`src/rtl/tpr_pkg.sv`:
```
package tpr_pkg;
    // Priority class width is fixed by the function: classes 0..15.
    localparam int unsigned CLS_W = 4;
    typedef logic [CLS_W-1:0] cls_t;
    localparam cls_t CLS_MAX = '1;
endpackage

```
`src/rtl/tpr_thresh_reg.sv`:
```
module tpr_thresh_reg
    import tpr_pkg::*;
#(
    parameter int unsigned REG_W = 64
) (
    input  logic             clk,
    input  logic             rst_n,
    input  logic             wr_en,
    input  logic [REG_W-1:0] wr_data,
    output cls_t             thr_q,
    output cls_t             thr_nxt,
    output logic             err_q,
    output logic [REG_W-1:0] rd_data
);
    localparam int unsigned RSVD_W = REG_W - CLS_W;

    typedef struct packed {
        cls_t thr;
        logic err;
    } thr_st_t;

    thr_st_t st_d, st_q;
    logic    rsvd_hit;

    always_comb begin
        st_d     = st_q;
        rsvd_hit = |wr_data[REG_W-1:CLS_W];
        if (wr_en) begin
            if (rsvd_hit) begin
                st_d.err = 1'b1;
            end else begin
                st_d.thr = wr_data[CLS_W-1:0];
                st_d.err = 1'b0;
            end
        end
    end

    always_ff @(posedge clk) begin
        if (!rst_n) begin
            st_q <= '0;
        end else begin
            st_q <= st_d;
        end
    end

    assign thr_q   = st_q.thr;
    assign thr_nxt = st_d.thr;
    assign err_q   = st_q.err;
    assign rd_data = {{RSVD_W{1'b0}}, st_q.thr};

    // refused write keeps the old threshold and flags the error
    p_bad_write_keeps_r3: assert property (@(posedge clk) disable iff (!rst_n)
        wr_en && rsvd_hit |=> $stable(rd_data) && err_q);

    // accepted write appears on the read port next cycle
    p_good_write_loads_r2: assert property (@(posedge clk) disable iff (!rst_n)
        wr_en && !rsvd_hit |=> rd_data == $past(wr_data) && !err_q);
endmodule

```
`src/rtl/tpr_pend_store.sv`:
```
module tpr_pend_store
    import tpr_pkg::*;
#(
    parameter int unsigned NUM_REQ = 8
) (
    input  logic                     clk,
    input  logic                     rst_n,
    input  logic [NUM_REQ-1:0]       req,
    input  logic [NUM_REQ*CLS_W-1:0] cls_in,
    input  logic [NUM_REQ-1:0]       clr,
    output logic [NUM_REQ-1:0]       pend_q,
    output logic [NUM_REQ*CLS_W-1:0] cls_q
);
    typedef struct packed {
        logic [NUM_REQ-1:0]       pend;
        logic [NUM_REQ*CLS_W-1:0] cls;
    } pend_st_t;

    pend_st_t           st_d, st_q;
    logic [NUM_REQ-1:0] req_ok;
    logic [NUM_REQ-1:0] kept;

    always_comb begin
        st_d = st_q;
        for (int i = 0; i < NUM_REQ; i++) begin
            req_ok[i] = req[i] && (cls_in[i*CLS_W +: CLS_W] != '0);
            kept[i]   = st_q.pend[i] && !clr[i];
            st_d.pend[i] = kept[i] || req_ok[i];
            // a line that is still pending keeps its class
            if (req_ok[i] && !kept[i]) begin
                st_d.cls[i*CLS_W +: CLS_W] = cls_in[i*CLS_W +: CLS_W];
            end
        end
    end

    always_ff @(posedge clk) begin
        if (!rst_n) begin
            st_q <= '0;
        end else begin
            st_q <= st_d;
        end
    end

    assign pend_q = st_q.pend;
    assign cls_q  = st_q.cls;

    // an acknowledge clears the pending bit on the same edge
    p_ack_clears_r9: assert property (@(posedge clk) disable iff (!rst_n)
        |(clr & ~req_ok) |=> (pend_q & $past(clr & ~req_ok)) == '0);

    for (genvar g = 0; g < NUM_REQ; g++) begin : g_line_chk
        // a pending line never holds class 0
        p_no_cls0_r7: assert property (@(posedge clk) disable iff (!rst_n)
            pend_q[g] |-> cls_q[g*CLS_W +: CLS_W] != '0);
        // a pending line keeps its class while not cleared
        p_class_kept_r12: assert property (@(posedge clk) disable iff (!rst_n)
            pend_q[g] && !clr[g] |=> $stable(cls_q[g*CLS_W +: CLS_W]));
    end
endmodule

```
`src/rtl/tpr_arbiter.sv`:
```
module tpr_arbiter
    import tpr_pkg::*;
#(
    parameter int unsigned NUM_REQ = 8,
    localparam int unsigned IDX_W = (NUM_REQ > 1) ? $clog2(NUM_REQ) : 1
) (
    input  logic                     clk,
    input  logic                     rst_n,
    input  logic [NUM_REQ-1:0]       pend,
    input  logic [NUM_REQ*CLS_W-1:0] cls,
    input  cls_t                     thr,
    output logic                     hit,
    output logic [IDX_W-1:0]         win_idx,
    output cls_t                     win_cls
);
    logic [NUM_REQ-1:0] elig;

    always_comb begin
        hit     = 1'b0;
        win_idx = '0;
        win_cls = '0;
        // scan from the top down, >= lets the lower index take a tie
        for (int i = NUM_REQ - 1; i >= 0; i--) begin
            elig[i] = pend[i] && (cls[i*CLS_W +: CLS_W] > thr);
            if (elig[i] && (!hit || cls[i*CLS_W +: CLS_W] >= win_cls)) begin
                hit     = 1'b1;
                win_idx = IDX_W'(i);
                win_cls = cls[i*CLS_W +: CLS_W];
            end
        end
    end

    for (genvar g = 0; g < NUM_REQ; g++) begin : g_arb_chk
        // no eligible line outranks the winner
        p_none_higher_r8: assert property (@(posedge clk) disable iff (!rst_n)
            pend[g] && cls[g*CLS_W +: CLS_W] > thr |->
                hit && win_cls >= cls[g*CLS_W +: CLS_W]);
        // equal class ties go to the lowest index
        p_tie_low_r8: assert property (@(posedge clk) disable iff (!rst_n)
            hit && pend[g] && cls[g*CLS_W +: CLS_W] > thr &&
            cls[g*CLS_W +: CLS_W] == win_cls |-> win_idx <= IDX_W'(g));
    end
endmodule

```
`src/rtl/tpr_irq_gate.sv`:
```
module tpr_irq_gate
    import tpr_pkg::*;
#(
    parameter int unsigned NUM_REQ = 8,
    parameter int unsigned REG_W   = 64,
    localparam int unsigned IDX_W  = (NUM_REQ > 1) ? $clog2(NUM_REQ) : 1
) (
    input  logic                     clk,
    input  logic                     rst_n,
    input  logic                     cfg_wr_en,
    input  logic [REG_W-1:0]         cfg_wr_data,
    output logic [REG_W-1:0]         cfg_rd_data,
    output logic                     cfg_wr_err,
    input  logic [NUM_REQ-1:0]       irq_req,
    input  logic [NUM_REQ*CLS_W-1:0] irq_cls,
    output logic                     out_valid,
    output logic [IDX_W-1:0]         out_idx,
    output logic [CLS_W-1:0]         out_cls,
    input  logic                     out_ack
);
    typedef struct packed {
        logic             valid;
        logic [IDX_W-1:0] idx;
        cls_t             cls;
    } offer_t;

    offer_t                     st_d, st_q;
    cls_t                       thr_q, thr_nxt;
    logic [NUM_REQ-1:0]         pend_q, clr, cand;
    logic [NUM_REQ*CLS_W-1:0]   pcls_q;
    logic                       hit;
    logic [IDX_W-1:0]           win_idx;
    cls_t                       win_cls;

    tpr_thresh_reg #(.REG_W(REG_W)) u_thr (
        .clk     (clk),
        .rst_n   (rst_n),
        .wr_en   (cfg_wr_en),
        .wr_data (cfg_wr_data),
        .thr_q   (thr_q),
        .thr_nxt (thr_nxt),
        .err_q   (cfg_wr_err),
        .rd_data (cfg_rd_data)
    );

    tpr_pend_store #(.NUM_REQ(NUM_REQ)) u_pend (
        .clk    (clk),
        .rst_n  (rst_n),
        .req    (irq_req),
        .cls_in (irq_cls),
        .clr    (clr),
        .pend_q (pend_q),
        .cls_q  (pcls_q)
    );

    tpr_arbiter #(.NUM_REQ(NUM_REQ)) u_arb (
        .clk     (clk),
        .rst_n   (rst_n),
        .pend    (cand),
        .cls     (pcls_q),
        .thr     (thr_nxt),
        .hit     (hit),
        .win_idx (win_idx),
        .win_cls (win_cls)
    );

    always_comb begin
        clr = '0;
        if (st_q.valid && out_ack) begin
            clr[st_q.idx] = 1'b1;
        end
        cand = pend_q & ~clr;

        st_d = st_q;
        if (st_q.valid && !out_ack) begin
            // hold the offer unless the incoming threshold blocks it
            if (st_q.cls <= thr_nxt) begin
                st_d = '0;
            end
        end else begin
            st_d.valid = hit;
            st_d.idx   = win_idx;
            st_d.cls   = win_cls;
        end
    end

    always_ff @(posedge clk) begin
        if (!rst_n) begin
            st_q <= '0;
        end else begin
            st_q <= st_d;
        end
    end

    assign out_valid = st_q.valid;
    assign out_idx   = st_q.idx;
    assign out_cls   = st_q.cls;

    // an offered class is always above the threshold in effect
    p_above_thr_r4: assert property (@(posedge clk) disable iff (!rst_n)
        out_valid |-> out_cls > thr_q);

    // a closed gate offers nothing
    p_closed_silent_r6: assert property (@(posedge clk) disable iff (!rst_n)
        thr_q == CLS_MAX |-> !out_valid);

    // an unacknowledged, still-unblocked offer holds steady
    p_offer_holds_r9: assert property (@(posedge clk) disable iff (!rst_n)
        out_valid && !out_ack && out_cls > thr_nxt |=>
            out_valid && $stable(out_idx) && $stable(out_cls));

    // a threshold that blocks the offer withdraws it, the line stays pending
    p_withdraw_r11: assert property (@(posedge clk) disable iff (!rst_n)
        out_valid && !out_ack && out_cls <= thr_nxt |=>
            !out_valid && pend_q[$past(out_idx)]);
endmodule

```
`config.mk`:
```
export PLATFORM = sky130hd
export DESIGN_NAME = tpr_irq_gate
export DESIGN_NICKNAME = d
export VERILOG_FILES = /design/src/rtl/tpr_pkg.sv /design/src/rtl/tpr_thresh_reg.sv /design/src/rtl/tpr_pend_store.sv /design/src/rtl/tpr_arbiter.sv /design/src/rtl/tpr_irq_gate.sv
export SDC_FILE = /design/constraint.sdc
export NUM_CORES = 1
export LEC_CHECK = 0
export ABC_AREA = 1
export BUFFER_PORTS_ARGS = -buffer_cell sky130_fd_sc_hd__buf_2
export CAP_MARGIN = 20
export CELL_PAD_IN_SITES_DETAIL_PLACEMENT = 1
export CELL_PAD_IN_SITES_GLOBAL_PLACEMENT = 1
export CORE_ASPECT_RATIO = 0.6
export CORE_MARGIN = 2
export CORE_UTILIZATION = 37
export CTS_BUF_LIST = sky130_fd_sc_hd__clkbuf_16
export DETAILED_ROUTE_END_ITERATION = 7
export PLACE_DENSITY = 0.95
export SYNTH_ARGS = -nofsm -noshare
export SYNTH_HDL_FRONTEND = slang
export SYNTH_SLANG_ARGS = --single-unit
```
`constraint.sdc`:
```
create_clock -name clk -period 28.2 [get_ports clk]
set_clock_uncertainty 0.15 [all_clocks]
set_input_delay 1.41 -clock clk [delete_from_list [all_inputs] [get_ports clk]]
set_output_delay 1.41 -clock clk [all_outputs]
set_load 0.01 [all_outputs]
```
Word-level counts from Yosys, hierarchy flattened

Cells that the tools add are included.

Input bits: 108
Memories: 0
Latch bits: 0
ROM bits: 0
Logic and storage cells: 157
RAM bits: 0
Output and inout port bits: 73
Register bits after elaboration: 53

Add/subtract/negate cells: 0
Div/mod/pow operators: 0
$mul: 0
Shift-type cells: 0
Muxes and demuxes: 32
Equal/unequal tests: 1
Reduce and logical (&&, ||, !) cells: 90
Order comparisons: 18
Bitwise logic cells: 2

Operators by type and width:

| operator                                                                            | count |
|---|---|
| 60-bit OR reduction                                                                 | 1 |
| 1-bit logical AND                                                                   | 42 |
| 4-bit 2-to-1 mux                                                                    | 9 |
| 4-bit > comparator                                                                  | 8 |
| 4-bit nonzero test                                                                  | 8 |
| 4-bit greater-or-equal comparator                                                   | 7 |
| 1-bit logical NOT                                                                   | 24 |
| 3-bit 2-to-1 mux                                                                    | 8 |
| 8-bit 2-to-1 mux                                                                    | 3 |
| 1-bit logical OR                                                                    | 15 |
| 1-bit 2-to-1 mux                                                                    | 10 |
| 8-bit bitwise AND                                                                   | 1 |
| 8-bit NOT                                                                           | 1 |
| 5-bit 2-to-1 mux                                                                    | 1 |
| 4-bit less-or-equal comparator                                                      | 1 |
| 3-bit by 4-bit less-than comparator with 1-bit output, second input constant        | 1 |
| 1-bit demux with 3-bit select                                                       | 1 |
| 3-bit by 1-bit greater-or-equal comparator with 1-bit output, second input constant | 1 |
| 2-bit by 1-bit != test with 1-bit output, second input constant                     | 1 |

Depth between registers and ports, before layout

Depth in word-level cells: 38
Depth in mapped cells: 91

Modules after synthesis

Synthesis repeated with hierarchy kept, for this count alone.

Cell total of the unflattened synthesis: 930
Area total of the unflattened synthesis: 5,719.2 sq um

By module, submodules not included:

| module         | area an instance (sq um) | times used | sequential area each (sq um) | cells each |
|---|---|---|---|---|
| tpr_pend_store | 2,158.3                  | 1          | 800.8                        | 333 |
| tpr_arbiter    | 2,043.2                  | 1          | 0.0                          | 339 |
| tpr_thresh_reg | 962.2                    | 1          | 100.1                        | 164 |
| tpr_irq_gate   | 555.5                    | 1          | 160.2                        | 94 |

Least setup slack after synthesis

Ideal clock, no wire load.

Kind: in2reg
Start point: input cfg_wr_data[8]
End point: register st_q (netlist bit out_cls[0])
Slack: 16.814 ns
Path buffers: 1
Setup time: 0.068 ns
Data required time: 27.982 ns
Cell stages on the path: 85
Data arrival time: 11.167 ns
Path through: nor2_1 nand2_1 nor2_1 nand2_1 nor2_1 nand2_1 mux2i_1 ha_1 nand3_1 nor2_1 nor2_2 nand2_2 nor2_1 inv_1 ha_1 a21boi_0 o21ai_0 nand2_1 (+49 left out) a21oi_1 nand2_1 nand2_2 clkinv_1 nand2_1 and2_1 ha_1 a21boi_0 o21ai_0 nand2_1 a21oi_1 o21ai_1 nand2_1 buf_4 o21ai_1 inv_1 nand2_1 a21oi_2

Longest elaborated chain between the ends: 35

Ends and longest elaborated chain:

| item                                                                          | line                 | RTL |
|---|---|---|
| from (decl)                                                                   | tpr_irq_gate.sv:11   | `input logic [REG_W-1:0] cfg_wr_data,` |
| 60-bit OR reduction *                                                         | tpr_thresh_reg.sv:27 | `rsvd_hit = \|wr_data[REG_W-1:CLS_W];` |
| 4-bit 2-to-1 mux *                                                            | tpr_thresh_reg.sv:29 | `if (rsvd_hit) begin` |
| 5-bit 2-to-1 mux *                                                            | tpr_thresh_reg.sv:28 | `if (wr_en) begin` |
| 4-bit > comparator                                                            | tpr_arbiter.sv:24    | `elig[i] = pend[i] && (cls[i*CLS_W +: CLS_W] > thr);` |
| 1-bit logical AND                                                             | tpr_arbiter.sv:24    |  |
| 4-bit 2-to-1 mux / 1-bit 2-to-1 mux (equally long branches)                   | tpr_arbiter.sv:25    | `if (elig[i] && (!hit \|\| cls[i*CLS_W +: CLS_W] >= win_cls)) begin` |
| 4-bit greater-or-equal comparator / 1-bit logical NOT (equally long branches) | tpr_arbiter.sv:25    |  |
| 1-bit logical OR                                                              | tpr_arbiter.sv:25    |  |
| (+19 left out)                                                                | --                   |  |
| 1-bit logical OR                                                              | tpr_arbiter.sv:25    |  |
| 1-bit logical AND                                                             | tpr_arbiter.sv:25    |  |
| 4-bit 2-to-1 mux / 1-bit 2-to-1 mux (equally long branches)                   | tpr_arbiter.sv:25    |  |
| 4-bit greater-or-equal comparator / 1-bit logical NOT (equally long branches) | tpr_arbiter.sv:25    |  |
| 1-bit logical OR                                                              | tpr_arbiter.sv:25    |  |
| 1-bit logical AND                                                             | tpr_arbiter.sv:25    |  |
| 4-bit 2-to-1 mux                                                              | tpr_arbiter.sv:25    |  |
| 8-bit 2-to-1 mux                                                              | tpr_irq_gate.sv:75   | `if (st_q.valid && !out_ack) begin` |
| to (signal assigned)                                                          | tpr_irq_gate.sv:91   | `st_q <= st_d;` |
| to (decl)                                                                     | tpr_irq_gate.sv:27   | `offer_t st_d, st_q;` |

Every way passes the cells marked *; elsewhere a longest branch is shown, timed or not.
A chain may end at the register's enable or synchronous reset.

Final worst setup path

Start point: input cfg_wr_data[8]
End point: register st_q (netlist bit out_cls[2])

Longest elaborated chain between the ends: 35

Ends and longest elaborated chain:

| item                                                                          | line                 | RTL |
|---|---|---|
| 60-bit OR reduction *                                                         | tpr_thresh_reg.sv:27 |  |
| 4-bit 2-to-1 mux *                                                            | tpr_thresh_reg.sv:29 |  |
| 5-bit 2-to-1 mux *                                                            | tpr_thresh_reg.sv:28 |  |
| named net thr_nxt[0]                                                          | tpr_irq_gate.sv:28   | `cls_t thr_q, thr_nxt;` |
| 4-bit > comparator                                                            | tpr_arbiter.sv:24    |  |
| 1-bit logical AND                                                             | tpr_arbiter.sv:24    |  |
| 4-bit 2-to-1 mux / 1-bit 2-to-1 mux (equally long branches)                   | tpr_arbiter.sv:25    |  |
| 4-bit greater-or-equal comparator / 1-bit logical NOT (equally long branches) | tpr_arbiter.sv:25    |  |
| (+20 left out)                                                                | --                   |  |
| 1-bit logical OR                                                              | tpr_arbiter.sv:25    |  |
| 1-bit logical AND                                                             | tpr_arbiter.sv:25    |  |
| 4-bit 2-to-1 mux / 1-bit 2-to-1 mux (equally long branches)                   | tpr_arbiter.sv:25    |  |
| 4-bit greater-or-equal comparator / 1-bit logical NOT (equally long branches) | tpr_arbiter.sv:25    |  |
| 1-bit logical OR                                                              | tpr_arbiter.sv:25    |  |
| 1-bit logical AND                                                             | tpr_arbiter.sv:25    |  |
| 4-bit 2-to-1 mux                                                              | tpr_arbiter.sv:25    |  |
| 8-bit 2-to-1 mux                                                              | tpr_irq_gate.sv:75   |  |

Mark *: on every way through the listed nets, which the timed path passes. The rest lies on a longest branch.

==> out/qor.csv <==
stage;metric;value;unit
status;status;completed;
setup_path;Buf+Inv Stages, Crit Path;9;
clocking;Max clock buf depth;2;
place;Placed Area;5700;µm²
synth;Main synth FF type;dfxtp_1;
floorplanning;Die Ht;95.3;µm
power;worst vdd ir;0.0241;mV
synth;yosys warns;0;
sta;Max-slew headroom;0.361;
synth;sequential element share of the synthesized area;0.206;
setup_path;critical path class;in -> reg;
power;pwr/cell area;44.7;nW/µm²
setup_path;CP max FO;11;
place;Port-buffer cells;120;
clocking;CTS Hold Bufs;0;
setup_path;delay of the slowest critical-path stage;0.50;ns
synth;ys async rst share;0;
grt;overall routing resource usage;0.223;
final_layout;ratio of cells with drive above 1 in the final layout;0.180;
route;DRC;0;
final_layout;antenna diode count;0;
place;DP Wirelength;14000;µm
setup_path;CP startpoint kind;input port;
setup_path;endpoint class of the critical path;register;
synth;Avg Inst Size Synth;6.47;µm²
sta;# setup viols final;0;
setup_path;Critical Path AT;12.89;ns
clocking;Inserted Clock Buffers;5;
floorplanning;die span in x;156;µm
setup_path;CP max stage cell;o21a_1;
sta;RSZ-0062 raised after global routing;false;
setup_path;crit-path most repeated cell;nand2_1;
min_path;Hold Path Class;reg -> reg;
clocking;CTS Sinks;53;
final_layout;final design utilization;0.429;
power;leakage;3.07;nW
synth;Cell Area, Synth;5140;µm²
final_layout;multi-input logic area;3390;µm²
sta;final-report max-slew violation count;0;
floorplanning;Boundary Pins;181;
power;Tot Pwr;0.261;mW
route;DR vias;5371;
route;violation count after the first detailed-route iteration;277;
floorplanning;initial core utilization;0.377;
grt;vias in the first global route;5316;
final_layout;nets;1079;
synth;post-synth cell types;38;
grt;initial antenna violation count;0;
final_layout;register area;1060;µm²
sta;setup TNS;0;ns
grt;GRT overflow;0;
setup_path;WP data required;28.20;ns
route;DR WL/cell;15.2;µm
sta;Final min period;12.89;ns
job;max-cap violations;0;
route;remaining antenna violation count;0;
clocking;clock-pin slew on the worst setup and hold paths;0.08;ns
clocking;post-CTS resize count;0;
route;vias per cell;4.92;
synth;Post-synth EDFFs;0;
floorplanning;total die area;14900;µm²
sta;post-route setup slack;15.31;ns
synth;Mapped Cells;795;
grt;first-pass GRT wire length;26400;µm
final_layout;fill count;1876;
sta;worst slew pin tran;0.957;ns
grt;pin count of the biggest net entering global routing;32;
floorplanning;row cnt;33;
clocking;postcts setup bufs;0;
clocking;htree depth;2;
clocking;worst skew pair latency;0.30;ns
setup_path;Crit path max-delay family;simple AND/OR/NAND/NOR gates;
route;DRT Pass-1 Iters;5;
final_layout;area grow syn2layout;13.7;%
sta;post-route clock period utilization;0.457;
place;routability cong.;0.971;
final_layout;Design Area, Final;5840;µm²
clocking;Clock Tree Root;clkbuf_16;
synth;Yosys reg bits;53;
place;dpl ws;15.12;ns
sta;Final Hold Viols;0;
sta;Max Freq;77.6;MHz
clocking;CTS tree;yes;
floorplanning;core footprint;13600;µm²
route;total wire length;16600;µm
-- worst paths after layout --
check | start | to | slack, ns | depth (start not counted)
hold reg to reg | u_pend.cls_q[29]$_SDFFE_PN0P_ | u_pend.cls_q[29]$_SDFFE_PN0P_ | 0.35 | 2
hold / removal | u_pend.cls_q[29]$_SDFFE_PN0P_ | u_pend.cls_q[29]$_SDFFE_PN0P_ | 0.35 | 2
setup / recovery | cfg_wr_data[8] | out_cls[2]$_SDFFE_PN0P_ | 15.31 | 86
setup reg to reg | u_thr.thr_q[0]$_SDFF_PN0_ | out_cls[2]$_SDFFE_PN0P_ | 16.89 | 80
-- kinds of logic after synthesis --
group / after synthesis / share of synthesized area
AND/OR/NAND/NOR: 381 / 0.336
AO/OA/AOI/OAI: 125 / 0.142
buffers and inverters: 178 / 0.178
flip-flops: 53 / 0.206
multiplexers: 2 / 0.00389
adder cells (fa/ha/maj): 55 / 0.134
other: 1 / 0.000730
-- worst min-delay path, delay by kind of cell (launching register included) --
family,cells,cell delay (ns)
AO/OA/AOI/OAI,1,0.06
flip-flops,1,0.32
buffers and inverters,1,0.08
-- per-layer routing --
| layer | global-route usage | share of wire | vias up |
|---|---|---|---|
| li1 | - | - | 2689 |
| met2 | 0.374 | 0.44 | 162 |
| met3 | 0.0368 | 0.067 | 14 |
| met4 | 0.0329 | 0.0080 | 0 |
| met5 | 0 | 0 | - |
| met1 | 0.308 | 0.49 | 2506 |
-- metrics by stage --
step | cells | hold WS [ns]
after floorplan | 854 | 0.299
after global placement | 1084 | 0.339
after detailed placement | 1084 | 0.342
after CTS | 1092 | 0.353
after global routing | 1092 | 0.375
final | 1092 | 0.351
-- final cells by class --
type,count,share of cell area
clock buffer,5,0.0214
clock inverter,3,0.00300
inverter,111,0.0713
multi-input combinational,623,0.580
sequential,53,0.182
tap,175,0.0375
timing repair buffer,122,0.105
-- cell usage in the layout, fill, tap and decap left out, types with 3 or more instances in the layout --
master     instances
a211oi_1           4
a21boi_0           6
a21oi_1           38
a21oi_2            5
and2_1            12
buf_2            120
clkbuf_16          5
conb_1            60
dfxtp_1           53
ha_1              55
inv_1            108
nand2_1          130
nand2_2           10
nand2_4            4
nand3_1           47
nand3_2            9
nand3b_1           8
nand4_1            4
nor2_1           146
o21ai_0           52
o21ai_1            6
o21bai_1           4
o41a_1             6
or2_1              3
-- cell usage after synthesis, types with 3 or more instances --
cell type	instances	area (µm²)
o21ai_0	52	260
dfxtp_1	53	1060
nand4_1	4	25.0
o21bai_1	4	30.0
a21boi_0	6	45.0
ha_1	55	688
nand3_2	9	90.1
a211oi_1	4	30.0
buf_4	61	458
nand3b_1	8	60.1
inv_1	108	405
o41a_1	6	67.6
o21ai_1	6	30.0
nand2_1	130	488
a21oi_2	5	43.8
nand2_2	10	62.6
nor2_1	146	548
clkbuf_1	5	18.8
or2_1	3	18.8
nand2_4	4	45.0
a21oi_1	38	190
and2_1	12	75.1
nand3_1	47	235
-- report_power, final --
part	switching [mW]	internal [mW]	total, mW	leakage, nW
clock network	0.0303	0.0327	0.0630	0.0696
logic	0.0672	0.0408	0.108	2.56
registers	0.00793	0.0825	0.0904	0.439
-- state kept, by name (all words and copies together), names as in the netlist --
name and flops:
u_pend.pend_q 8, out_valid 1, u_pend.cls_q 32, out_idx 3, out_cls 4, u_thr.err_q 1, u_thr.thr_q 4
(Power assumes the default switching activity.)
